[src/rtl/cwg_pkg.sv]
package cwg_pkg;
  typedef enum logic [1:0] {
    CC_LT = 2'd0,
    CC_EQ = 2'd1,
    CC_GT = 2'd2
  } cc_code_e;

  localparam int CC_W = 2;

  // A test code accepts a relation when the bit at that relation's index is set.
  function automatic logic cc_accepts(input logic [2:0] test, input logic [CC_W-1:0] code);
    logic hit;
    hit = 1'b0;
    for (int k = 0; k < 3; k++) begin
      if (code == CC_W'(k)) hit = test[k];
    end
    return hit;
  endfunction
endpackage

[src/rtl/cwg_cc_reg.sv]
module cwg_cc_reg
  import cwg_pkg::*;
#(
  parameter int LANES  = 4,
  parameter int DATA_W = 16
) (
  input  logic                    clk,
  input  logic                    rst_n,
  input  logic                    load,
  input  logic [LANES*DATA_W-1:0] result,
  output logic [LANES*CC_W-1:0]   cc_flat
);
  function automatic logic [CC_W-1:0] classify(input logic [DATA_W-1:0] v);
    if (v[DATA_W-1])  return CC_LT;
    else if (v == '0) return CC_EQ;
    else              return CC_GT;
  endfunction

  logic [LANES*CC_W-1:0] cc_next;

  generate
    for (genvar i = 0; i < LANES; i++) begin : g_lane
      assign cc_next[i*CC_W +: CC_W] = classify(result[i*DATA_W +: DATA_W]);


      cc_code_legal_chk: assert property (@(posedge clk) disable iff (!rst_n)
        cc_flat[i*CC_W +: CC_W] != 2'b11);
    end
  endgenerate

  always_ff @(posedge clk or negedge rst_n) begin
    if (!rst_n) cc_flat <= {LANES{CC_W'(CC_EQ)}};
    else if (load) cc_flat <= cc_next;
  end


  cc_hold_chk: assert property (@(posedge clk) disable iff (!rst_n)
    !load |=> $stable(cc_flat));
endmodule

[src/rtl/cwg_lane_gate.sv]
module cwg_lane_gate
  import cwg_pkg::*;
#(
  parameter int LANES = 4,
  localparam int SEL_W = $clog2(LANES)
) (
  input  logic [LANES*CC_W-1:0] cc_flat,
  input  logic [SEL_W-1:0]      sel,
  input  logic [2:0]            test,
  input  logic                  mask_bit,
  input  logic                  kill,
  output logic                  wen
);
  logic [CC_W-1:0] picked;
  logic            pass;

  always_comb begin
    picked = cc_flat[sel*CC_W +: CC_W];
    pass   = cc_accepts(test, picked);
    wen    = mask_bit & pass & ~kill;
  end
endmodule

[src/rtl/cond_wb_gate.sv]
module cond_wb_gate
  import cwg_pkg::*;
#(
  parameter int LANES  = 4,
  parameter int DATA_W = 16,
  localparam int SEL_W = $clog2(LANES)
) (
  input  logic                    clk,
  input  logic                    rst_n,
  input  logic                    issue_valid,
  input  logic [2:0]              test_code,
  input  logic [LANES*SEL_W-1:0]  cc_swz,
  input  logic [LANES-1:0]        wr_mask,
  input  logic                    set_cc,
  input  logic                    no_dest,
  input  logic [LANES*DATA_W-1:0] result,
  output logic [LANES-1:0]        wr_en,
  output logic [LANES*CC_W-1:0]   cc_state
);
  // Named internal events for the checks below.
  logic cc_update_ev;
  logic gate_kill;

  assign cc_update_ev = issue_valid & set_cc;
  assign gate_kill    = ~issue_valid | no_dest;

  cwg_cc_reg #(.LANES(LANES), .DATA_W(DATA_W)) u_cc (
    .clk     (clk),
    .rst_n   (rst_n),
    .load    (cc_update_ev),
    .result  (result),
    .cc_flat (cc_state)
  );

  generate
    for (genvar i = 0; i < LANES; i++) begin : g_gate
      cwg_lane_gate #(.LANES(LANES)) u_gate (
        .cc_flat  (cc_state),
        .sel      (cc_swz[i*SEL_W +: SEL_W]),
        .test     (test_code),
        .mask_bit (wr_mask[i]),
        .kill     (gate_kill),
        .wen      (wr_en[i])
      );
    end
  endgenerate


  idle_no_write_chk: assert property (@(posedge clk) disable iff (!rst_n)
    !issue_valid |-> wr_en == '0);


  no_dest_quiet_chk: assert property (@(posedge clk) disable iff (!rst_n)
    no_dest |-> wr_en == '0);


  always_test_chk: assert property (@(posedge clk) disable iff (!rst_n)
    (issue_valid && !no_dest && test_code == 3'd7) |-> wr_en == wr_mask);


  never_test_chk: assert property (@(posedge clk) disable iff (!rst_n)
    (test_code == 3'd0) |-> wr_en == '0);


  mask_bound_chk: assert property (@(posedge clk) disable iff (!rst_n)
    (wr_en & ~wr_mask) == '0);
endmodule

[config.mk]
export PLATFORM = sky130hd
export DESIGN_NAME = cond_wb_gate
export DESIGN_NICKNAME = d
export VERILOG_FILES = /design/src/rtl/cwg_pkg.sv /design/src/rtl/cwg_cc_reg.sv /design/src/rtl/cwg_lane_gate.sv /design/src/rtl/cond_wb_gate.sv
export SDC_FILE = /design/constraint.sdc
export NUM_CORES = 1
export LEC_CHECK = 0
export BUFFER_PORTS_ARGS = -buffer_cell sky130_fd_sc_hd__buf_2
export CAP_MARGIN = 10
export CORE_MARGIN = 4
export CORE_UTILIZATION = 32
export CTS_CLUSTER_SIZE = 12
export DETAILED_ROUTE_END_ITERATION = 16
export GPL_ROUTABILITY_DRIVEN = 0
export PLACE_DENSITY_LB_ADDON = 0.08
export SKIP_LAST_GASP = 1
export SLEW_MARGIN = 30
export SYNTH_ARGS = -nofsm -noshare
export SYNTH_HDL_FRONTEND = slang
export SYNTH_SLANG_ARGS = --single-unit
[constraint.sdc]
create_clock -name clk -period 1.9 [get_ports clk]
set_input_delay 0.285 -clock clk [delete_from_list [all_inputs] [get_ports clk]]
set_output_delay 0.285 -clock clk [all_outputs]
set_load 0.1 [all_outputs]
==> summary.txt, run 1 <==
Status
  – Outcome: complete, but fails checks
  – Violated checks: setup timing

CTS
  – Clk buf depth: 2
  – CTS Buf Count: 3
  – CTS root buf: clkbuf_4
  – Clk slew on worst S/H paths: 0.05 ns
  – Setup bufs post-CTS: 0
  – CTS Sinks: 8
  – CTS tree: built
  – Skew-Pair Late Insertion Delay: 0.24 ns
  – Htree depth: 1

Critical path
  – Critical Path Start: u_cc.cc_flat[7]
  – Startpoint types: flip-flop
  – Setup CP Type: flip-flop to output pin
  – Critical path endpoint category: output pin
  – R2R cell count: 2
  – Crit path arrival time: 1.90 ns
  – Crit Path Max Fanout: 5
  – R2r startpoint: u_cc.cc_flat[7]
  – Critical Path RT: 1.62 ns

Hold path
  – Worst hold-check path type: primary input to flip-flop
  – Hold Startpoint: result[15]
  – Hold Path Cell Cnt: 2

Floorplanning
  – Die height: 57.4 µm
  – Row count: 17
  – Chip width: 57.4 µm
  – Total die area: 3290 µm²
  – Ports: 96
  – Core Area: 2280 µm²
  – Initial Utilization: 34.3%

Timing
  – Rel. slew slack: 66.9%
  – Final critical-path required period: 2.18 ns
  – RSZ-0062 raised after global routing: true
  – Count of final max-slew check failures: 0
  – Slew @ Worst Pin: 0.495 ns
  – Final worst slack: -0.281 ns
  – Clk_skew: 0 ns
  – Final period utilization: 115%
  – Hold WS: 0.229 ns
  – Final setup fails: 4
  – Number of hold violations in the final report: 0
  – Achievable clock frequency: 458 MHz

Synth
  – Sequential-to-total area share from yosys stat: 26.3%
  – Synth Flop Type: dfstp_2
  – Cell with the most instances after synthesis: nor4_1
  – Leading cell types by count after synthesis: nor4_1, mux4_2, nand2_1, o31ai_1
  – Synth Net Count: 158
  – Top post-synthesis cells by area: mux4_2, dfstp_2, dfrtp_1, nor4_1, nand4bb_1
  – Mean Syn Cell Area: 10.6 µm²
  – EDFF count, synth: 0
  – Synthesis warning total: 0
  – Fraction of registers with async set/reset: 100%
  – Synth cell types: 15
  – Yosys reg bits: 8
  – Post-synth top area share: 23.1%
  – Post-synth top area cell: mux4_2
  – Mapped Cells: 74
  – Synthesized cell area: 781 µm²

Finish
  – Fin area: 1410 µm²
  – Biggest regs: u_cc.cc_flat x8
  – Max reg flops: 8
  – ANT cells: 0
  – Area growth, synth to finish: 80.3%
  – Final net count: 260
  – Most flop-heavy register: u_cc.cc_flat
  – Share of cells above drive strength 1: 69.0%
  – Filler Cells Inserted: 210
  – Cell Count, Final, Fillers Out: 202

Placed design
  – Placed insts: 198
  – Post-placement cell area: 1380 µm²
  – Port Buffers: 95
  – Post-detail-place hpwl: 2460 µm

Flow run
  – Max-cap violations: 0

Pwr
  – Total Power: 0.648 mW
  – VDD IR max: 357 µV
  – Power density over the cells: 460 nW/µm²
  – Lkg Pwr: 0.671 nW

Global route
  – Pin count of the biggest net entering global routing: 17
  – GRT Overall Usage: 16.8%
  – GRT Residual Overflow: 0
  – First-pass GRT wire length: 4620 µm
  – Antenna violations before repair: 0
  – Vias in the first global route: 1167

Routing
  – DRT Pass-1 Iters: 3
  – 1st-iter DRT viols: 31
  – DRC Markers: 0
  – Vias post-DR: 1070
  – Final wirelength: 2690 µm
  – DRT antenna net count: 0
  – Vias per cell: 5.30
  – WL/cell: 13.3 µm
==> per-stage QoR <==
step,utilization [%],worst slack (ns),TNS (ns)
floorplan,-,-0.146,-0.585
global placement,60.4,0.000470,0
detailed placement,60.4,-0.0217,-0.0508
CTS,61.8,-0.301,-1.16
global route,61.8,-0.386,-1.44
finish,61.8,-0.281,-1.08
==> report_power, final <==
group          leakage (nW)  total [mW]  internal [mW]  switching (mW)
logic                 0.572       0.324          0.145           0.179
registers            0.0859       0.202          0.188          0.0142
clock network        0.0138       0.122         0.0718          0.0505
==> cells in the final DEF (no fill, tap or decap), types with 5 or more instances in the layout <==
| master | netlist | routed |
|---|---|---|
| nand2_1 | 5 | 5 |
| buf_2 | 0 | 91 |
| buf_4 | 4 | 6 |
| nor4_1 | 16 | 16 |
| o31ai_1 | 5 | 5 |
| mux4_2 | 8 | 8 |
==> final cells by class <==
cell class                 count  area [µm²]  share of cell area [%]
clock buffer                   3        22.5                    1.60
multi-input combinational     61         542                    38.5
sequential                     8         218                    15.5
tap                           28        35.0                    2.49
timing repair buffer         102         591                    42.0
==> worst max-delay path, stage by stage, from the launching register on <==
cell	delay (ns)
dfrtp_4	0.49
mux4_2	0.50
mux2i_1	0.14
o31ai_1	0.20
buf_4	0.16
buf_12	0.16
==> repair_timing <==
| item | CTS | global route |
|---|---|---|
| hold endpoints to repair | 4 | 0 |
| endpoints found under the setup margin | 4 | 4 |
| hold buffers | 1 | 0 |
| pin swaps | 0 | 0 |
| gates resized for setup | 0 | 0 |
| gates cloned | 0 | 0 |
==> cells by family after synthesis <==
group                  synth area share (%)
flip-flops                             26.3
buffers and inverters                  4.33
AND/OR/NAND/NOR                        30.0
multiplexers                           28.2
AO/OA/AOI/OAI                          11.2
==> final timing paths <==
| check | endpoint | slack [ns] |
|---|---|---|
| worst max-delay path | wr_en[1] | -0.28 |
| min in group asynchronous | u_cc.cc_flat[7] | 0.40 |
| worst min register to register | u_cc.cc_flat[6] | 0.52 |
| max in group asynchronous | u_cc.cc_flat[4] | 1.26 |
| worst max register to register | u_cc.cc_flat[7] | 0.96 |
| worst min-delay path | u_cc.cc_flat[0] | 0.23 |
==> metal layers <==
metal	part of all wire, %	vias to the layer above	global-route usage (%)
met5	0	-	0
met4	0	0	2.98
met3	10	0	2.94
met2	54	53	32.1
met1	36	496	19.3
li1	-	521	-
Power figures use the tool's default switching activity.
==> run 2, diff against run 1 <==
--- a/config.mk
+++ b/config.mk
@@ -7,8 +7,9 @@
 export LEC_CHECK = 0
 export BUFFER_PORTS_ARGS = -buffer_cell sky130_fd_sc_hd__buf_2
 export CAP_MARGIN = 10
+export CORE_ASPECT_RATIO = 2
 export CORE_MARGIN = 4
-export CORE_UTILIZATION = 32
+export CORE_UTILIZATION = 36
 export CTS_CLUSTER_SIZE = 12
 export DETAILED_ROUTE_END_ITERATION = 16
 export GPL_ROUTABILITY_DRIVEN = 0
@@ -17,4 +18,5 @@
 export SLEW_MARGIN = 30
 export SYNTH_ARGS = -nofsm -noshare
 export SYNTH_HDL_FRONTEND = slang
+export SYNTH_HIERARCHICAL = 1
 export SYNTH_SLANG_ARGS = --single-unit
==> run 2 against run 1 <==
Critical path type unchanged; critical path depth down 1; count of clock-buffer cells in the layout unchanged; the flow still finishes with violations (setup timing); cell count up 4.5%; largest power group unchanged; via count up 4.2%.
==> summary.txt, run 2 <==
Synth
  – Synth cell types: 17
  – Synthesized cell area: 982 µm²
  – Synth Flop Type: dfstp_2
  – Mapped Cells: 83
  – Leading cell types by count after synthesis: nor4_2, inv_1, mux4_2, o21ai_1, nand2b_1
  – Top post-synthesis cells by area: mux4_2, nor4_2, dfstp_2, dfrtp_1, o22ai_2
  – Sequential-to-total area share from yosys stat: 20.9%
  – Yosys reg bits: 8
  – Fraction of registers with async set/reset: 100%
  – Post-synth top area share: 18.3%
  – Post-synth top area cell: mux4_2
  – Synth Net Count: 167
  – Mean Syn Cell Area: 11.8 µm²
  – Synthesis warning total: 6
  – EDFF count, synth: 0
  – Cell with the most instances after synthesis: nor4_2

Status
  – Violated checks: setup timing
  – Outcome: complete, but fails checks

Floorplanning
  – Initial Utilization: 38.2%
  – Chip width: 44.9 µm
  – Total die area: 3680 µm²
  – Ports: 96
  – Core Area: 2570 µm²
  – Die height: 81.9 µm
  – Row count: 26

Finish
  – Most common cell after layout, fill and taps aside: buf_2
  – Max reg flops: 8
  – Most frequent cells in the layout: buf_2, nor4_2, mux4_2, inv_1, nand2b_1
  – Final net count: 269
  – Most flop-heavy register: u_cc/cc_flat
  – Biggest regs: u_cc/cc_flat x8
  – ANT cells: 0
  – Area growth, synth to finish: 69.6%
  – Filler Cells Inserted: 205
  – Fin area: 1670 µm²
  – Share of cells above drive strength 1: 77.6%

Timing
  – Final worst slack: -0.141 ns
  – Final period utilization: 107%
  – Slew @ Worst Pin: 0.498 ns
  – RSZ-0062 raised after global routing: true
  – Final critical-path required period: 2.04 ns
  – Number of hold violations in the final report: 0
  – Rel. slew slack: 66.8%
  – Count of final max-slew check failures: 0
  – Clk_skew: 0 ns
  – Hold WS: 0.321 ns
  – Final setup fails: 4
  – Achievable clock frequency: 490 MHz

Placed design
  – Post-placement cell area: 1610 µm²
  – Post-detail-place hpwl: 2860 µm
  – Port Buffers: 95

Critical path
  – Largest incremental delay on the critical path: 0.49 ns
  – Slowest cell on crit path: dfrtp_4
  – Crit Path Max Fanout: 6
  – Startpoint types: flip-flop
  – CP Cell Sequence: mux4_2 -> nand4b_1 -> o21ai_4 -> buf_12
  – Crit path arrival time: 1.76 ns
  – Critical Path RT: 1.62 ns
  – Setup CP Type: flip-flop to output pin
  – Critical path endpoint category: output pin

Pwr
  – Power density over the cells: 461 nW/µm²
  – Lkg Pwr: 0.735 nW
  – VDD IR max: 346 µV
  – Total Power: 0.768 mW

Global route
  – Vias in the first global route: 1138
  – Pin count of the biggest net entering global routing: 9
  – First-pass GRT wire length: 4730 µm
  – GRT Overall Usage: 17.5%
  – GRT Residual Overflow: 0
  – Antenna violations before repair: 0

CTS
  – Skew-Pair Late Insertion Delay: 0.22 ns
  – Clk buf depth: 2
  – Htree depth: 1
  – CTS Buf Count: 3
  – Resized cells post-CTS: 0
  – CTS Sinks: 8
  – CTS tree: built
  – CTS root buf: clkbuf_8
  – Clk slew on worst S/H paths: 0.04 ns

Routing
  – 1st-iter DRT viols: 23
  – Max layer used: met4
  – DRT Pass-1 Iters: 4
  – Vias per cell: 5.28
  – Vias post-DR: 1115
  – Final wirelength: 3120 µm
  – Met2 routed WL: 1850 µm
  – DRT antenna net count: 0
  – WL met1: 866 µm
  – WL met3: 354 µm
  – DRC Markers: 0
  – WL/cell: 14.8 µm

Flow run
  – Max-cap violations: 0

Hold path
  – Worst hold-check path type: primary input to flip-flop
-- run 2: cell types whose count changed after synthesis, sizes merged, moves of 5 or more --
cell    delta
inv        +8
o21ai      +5
o31ai      -5
nand2      -5
nand2b     +9
-- run 2: stage by stage --
stage / cells / worst slack (ns) / utilization, % / setup TNS, ns
after CTS: 211 / -0.153 / 64.8 / -0.562
after floorplan: 83 / -0.237 / - / -0.949
after global routing: 211 / -0.211 / 64.8 / -0.779
after detailed placement: 206 / 0.0862 / 62.5 / 0
after global placement: 206 / 0.117 / 62.5 / 0
final: 211 / -0.141 / 64.8 / -0.522
-- run 2: final timing paths --
| path | startpoint | end | slack (ns) | depth (start not counted) |
|---|---|---|---|---|
| max in group asynchronous | rst_n | u_cc/cc_flat[2] | 1.23 | 2 |
| max reg2reg | u_cc/cc_flat[2] | u_cc/cc_flat[2] | 1.06 | 2 |
| min | result[54] | u_cc/cc_flat[6] | 0.32 | 4 |
| max | u_cc/cc_flat[5] | wr_en[1] | -0.14 | 4 |
| min in group asynchronous | rst_n | u_cc/cc_flat[1] | 0.43 | 2 |
| min reg2reg | u_cc/cc_flat[6] | u_cc/cc_flat[6] | 0.52 | 2 |
-- run 2: layout make-up --
class	count	area, µm²	share of cell area (%)
Multi-Input combinational cell	66	781	46.9
Timing Repair Buffer	98	561	33.7
Sequential cell	8	218	13.1
Clock buffer	3	41.3	2.48
Tap cell	28	35.0	2.10
Inverter	8	30.0	1.80
-- run 2: worst max-delay path, delay by kind of cell (launching register included) --
| kind | cells | cell delay [ns] |
|---|---|---|
| DFF | 1 | 0.49 |
| muxes | 1 | 0.49 |
| and+or+nand+nor | 1 | 0.25 |
| buffers and inverters | 1 | 0.19 |
| AOI/OAI and AO/OA | 1 | 0.11 |
-- run 2: power by group --
| part | internal, mW | switching (mW) | total [mW] |
|---|---|---|---|
| Clock | 0.137 | 0.0612 | 0.198 |
| Sequential | 0.189 | 0.0150 | 0.204 |
| Combinational | 0.153 | 0.213 | 0.366 |
-- run 2: per-layer routing --
metal | up-vias | GRT usage [%]
met5 | - | 0
li1 | 548 | -
met2 | 61 | 33.8
met3 | 6 | 4.61
met1 | 500 | 15.9
met4 | 0 | 7.92
-- run 2: logic make-up after synthesis --
family                 Yosys count  share of synthesized area (%)
multiplexers                    12                           22.4
AND/OR/NAND/NOR                 38                           39.2
AO/OA/AOI/OAI                   16                           13.2
buffers and inverters            9                           4.20
flip-flops                       8                           20.9
-- run 2: timing repair --
item / 4_1_cts / 5_1_grt
setup endpoints to repair: 4 / 4
hold buffers: 1 / 0
setup buffers: 1 / 0
endpoints found under the hold margin: 4 / 0
==> run 3, diff against run 2 <==
--- a/config.mk
+++ b/config.mk
@@ -7,7 +7,6 @@
 export LEC_CHECK = 0
 export BUFFER_PORTS_ARGS = -buffer_cell sky130_fd_sc_hd__buf_2
 export CAP_MARGIN = 10
-export CORE_ASPECT_RATIO = 2
 export CORE_MARGIN = 4
 export CORE_UTILIZATION = 36
 export CTS_CLUSTER_SIZE = 12
==> run 3 against run 2 <==
Fmax shrank 1.6%; sequential share of layout area rose by 0.19 points; global-route usage shrank 1.6 points; cell count increased by 0.47%; the run still ends with setup timing left; wire length is 9.5% lower; register-to-register slack hardly changed; via count is 2.3% lower; largest cell class unchanged.
==> summary.txt, run 3 (same netlist as run 2, synthesis figures left out) <==
Finish
  – Final net count: 268
  – Most frequent cells in the layout: buf_2, nor4_2, mux4_2, inv_1, nand2b_1
  – Share of cells above drive strength 1: 77.5%
  – Most flop-heavy register: u_cc/cc_flat
  – Max reg flops: 8
  – ANT cells: 0
  – Final core utilization: 64.5%
  – Filler Cells Inserted: 233
  – Biggest regs: u_cc/cc_flat x8
  – Fin area: 1640 µm²
  – Area growth, synth to finish: 67.1%
  – Most common cell after layout, fill and taps aside: buf_2

CTS
  – Setup bufs post-CTS: 0
  – Clk slew on worst S/H paths: 0.05 ns
  – CTS root buf: clkbuf_4
  – Htree depth: 1
  – CTS tree: built
  – Skew-Pair Late Insertion Delay: 0.24 ns
  – Clk buf depth: 2
  – CTS Sinks: 8
  – CTS Buf Count: 3

Timing
  – Number of hold violations in the final report: 0
  – Final critical-path required period: 2.07 ns
  – RSZ-0062 raised after global routing: true
  – Slew @ Worst Pin: 0.574 ns
  – Final worst slack: -0.175 ns
  – Final setup fails: 4
  – Achievable clock frequency: 482 MHz
  – Final period utilization: 109%
  – Rel. slew slack: 61.7%
  – Count of final max-slew check failures: 0
  – Clk_skew: 0 ns

Floorplanning
  – Ports: 96
  – Die height: 60.2 µm
  – Row count: 18
  – Chip width: 60.2 µm
  – Core Area: 2540 µm²
  – Initial Utilization: 38.6%
  – Total die area: 3630 µm²

Global route
  – GRT Residual Overflow: 0
  – Vias in the first global route: 1108
  – GRT Overall Usage: 15.9%
  – First-pass GRT wire length: 4370 µm
  – Antenna violations before repair: 0
  – Pin count of the biggest net entering global routing: 12

Routing
  – DRT Pass-1 Iters: 4
  – Vias per cell: 5.14
  – DRT antenna net count: 0
  – DRC Markers: 0
  – Final wirelength: 2830 µm
  – WL/cell: 13.3 µm
  – 1st-iter DRT viols: 19
  – Vias post-DR: 1089

Placed design
  – Post-placement cell area: 1610 µm²
  – Post-detail-place hpwl: 2680 µm
  – Port Buffers: 95

Hold path
  – Worst hold-check path type: primary input to flip-flop
  – Hold Startpoint: result[54]

Critical path
  – Startpoint types: flip-flop
  – Crit Path Max Fanout: 6
  – Critical path endpoint category: output pin
  – Setup CP Type: flip-flop to output pin
  – Crit path arrival time: 1.79 ns
  – Critical Path RT: 1.62 ns
  – Largest incremental delay on the critical path: 0.50 ns
  – Critical Path Start: u_cc/cc_flat[5]
  – Slowest cell on crit path: mux4_2
  – Slack of the worst reg-to-reg path: 1.06 ns
  – CP Cell Sequence: mux4_2 -> nand4b_1 -> o21ai_4 -> buf_12
  – R2r startpoint: u_cc/cc_flat[2]

Pwr
  – Lkg Pwr: 0.722 nW
  – VDD IR max: 315 µV
  – Power density over the cells: 414 nW/µm²

Status
  – Violated checks: setup timing
  – Outcome: complete, but fails checks

Flow run
  – Max-cap violations: 0
-- run 3: cell count changes in the layout (fill, tap and decap cells not counted) --
cell,change
clkbuf_4,+3
clkbuf_8,-3
buf_4,-1
-- run 3: worst paths after layout --
path,endpoint,cells after the start
max,wr_en[1],4
min,u_cc/cc_flat[6],4
max reg2reg,u_cc/cc_flat[2],2
min reg2reg,u_cc/cc_flat[4],2
max in group asynchronous,u_cc/cc_flat[2],2
min in group asynchronous,u_cc/cc_flat[1],2
-- run 3: metrics by stage --
stage          setup slack [ns]  cells  hold WS, ns  power, mW  setup TNS [ns]
3_3_place_gp              0.121    208        0.130      0.560               0
4_1_cts                  -0.191    212        0.307      0.688          -0.630
3_5_place_dp             0.0809    208        0.127      0.567               0
5_1_grt                  -0.249    212        0.314      0.726          -0.862
2_1_floorplan            -0.237     83      -0.0106      0.415          -0.949
6_report                 -0.175    212        0.310      0.680          -0.591
-- run 3: power by group --
group | switching [mW] | internal [mW]
Sequential | 0.0139 | 0.188
Combinational | 0.210 | 0.150
Clock | 0.0457 | 0.0715
Total | 0.270 | 0.410
-- run 3: cell type report --
| cell class | instances | area [µm²] | area share [%] |
|---|---|---|---|
| multi-input cells | 66 | 781 | 47.6 |
| repair buffers | 97 | 553 | 33.7 |
| well taps | 30 | 37.5 | 2.29 |
| flip-flops and latches | 8 | 218 | 13.3 |
| inverters | 8 | 30.0 | 1.83 |
| clock buffers | 3 | 22.5 | 1.37 |
-- run 3: routing by layer --
metal / routed length (µm) / GRT usage, % / vias to the layer above
met4: 27 / 5.70 / 0
li1: - / - / 544
met3: 279 / 3.89 / 2
met2: 1610 / 30.6 / 45
met5: 0 / 0 / -
met1: 908 / 16.4 / 498
-- run 3: timing repair --
| action | 4_1_cts | 5_1_grt |
|---|---|---|
| hold endpoints to repair | 4 | 0 |
| hold buffers | 1 | 0 |
| gates cloned | 0 | 0 |
| setup endpoints to repair | 4 | 4 |
| resized for setup | 0 | 0 |
-- run 3: critical path: cells and delay by family, from the launching register on --
family | cells | cell delay, ns
compound gates | 1 | 0.11
flops | 1 | 0.49
mux | 1 | 0.50
buf+inv | 1 | 0.19
simple gates | 1 | 0.26
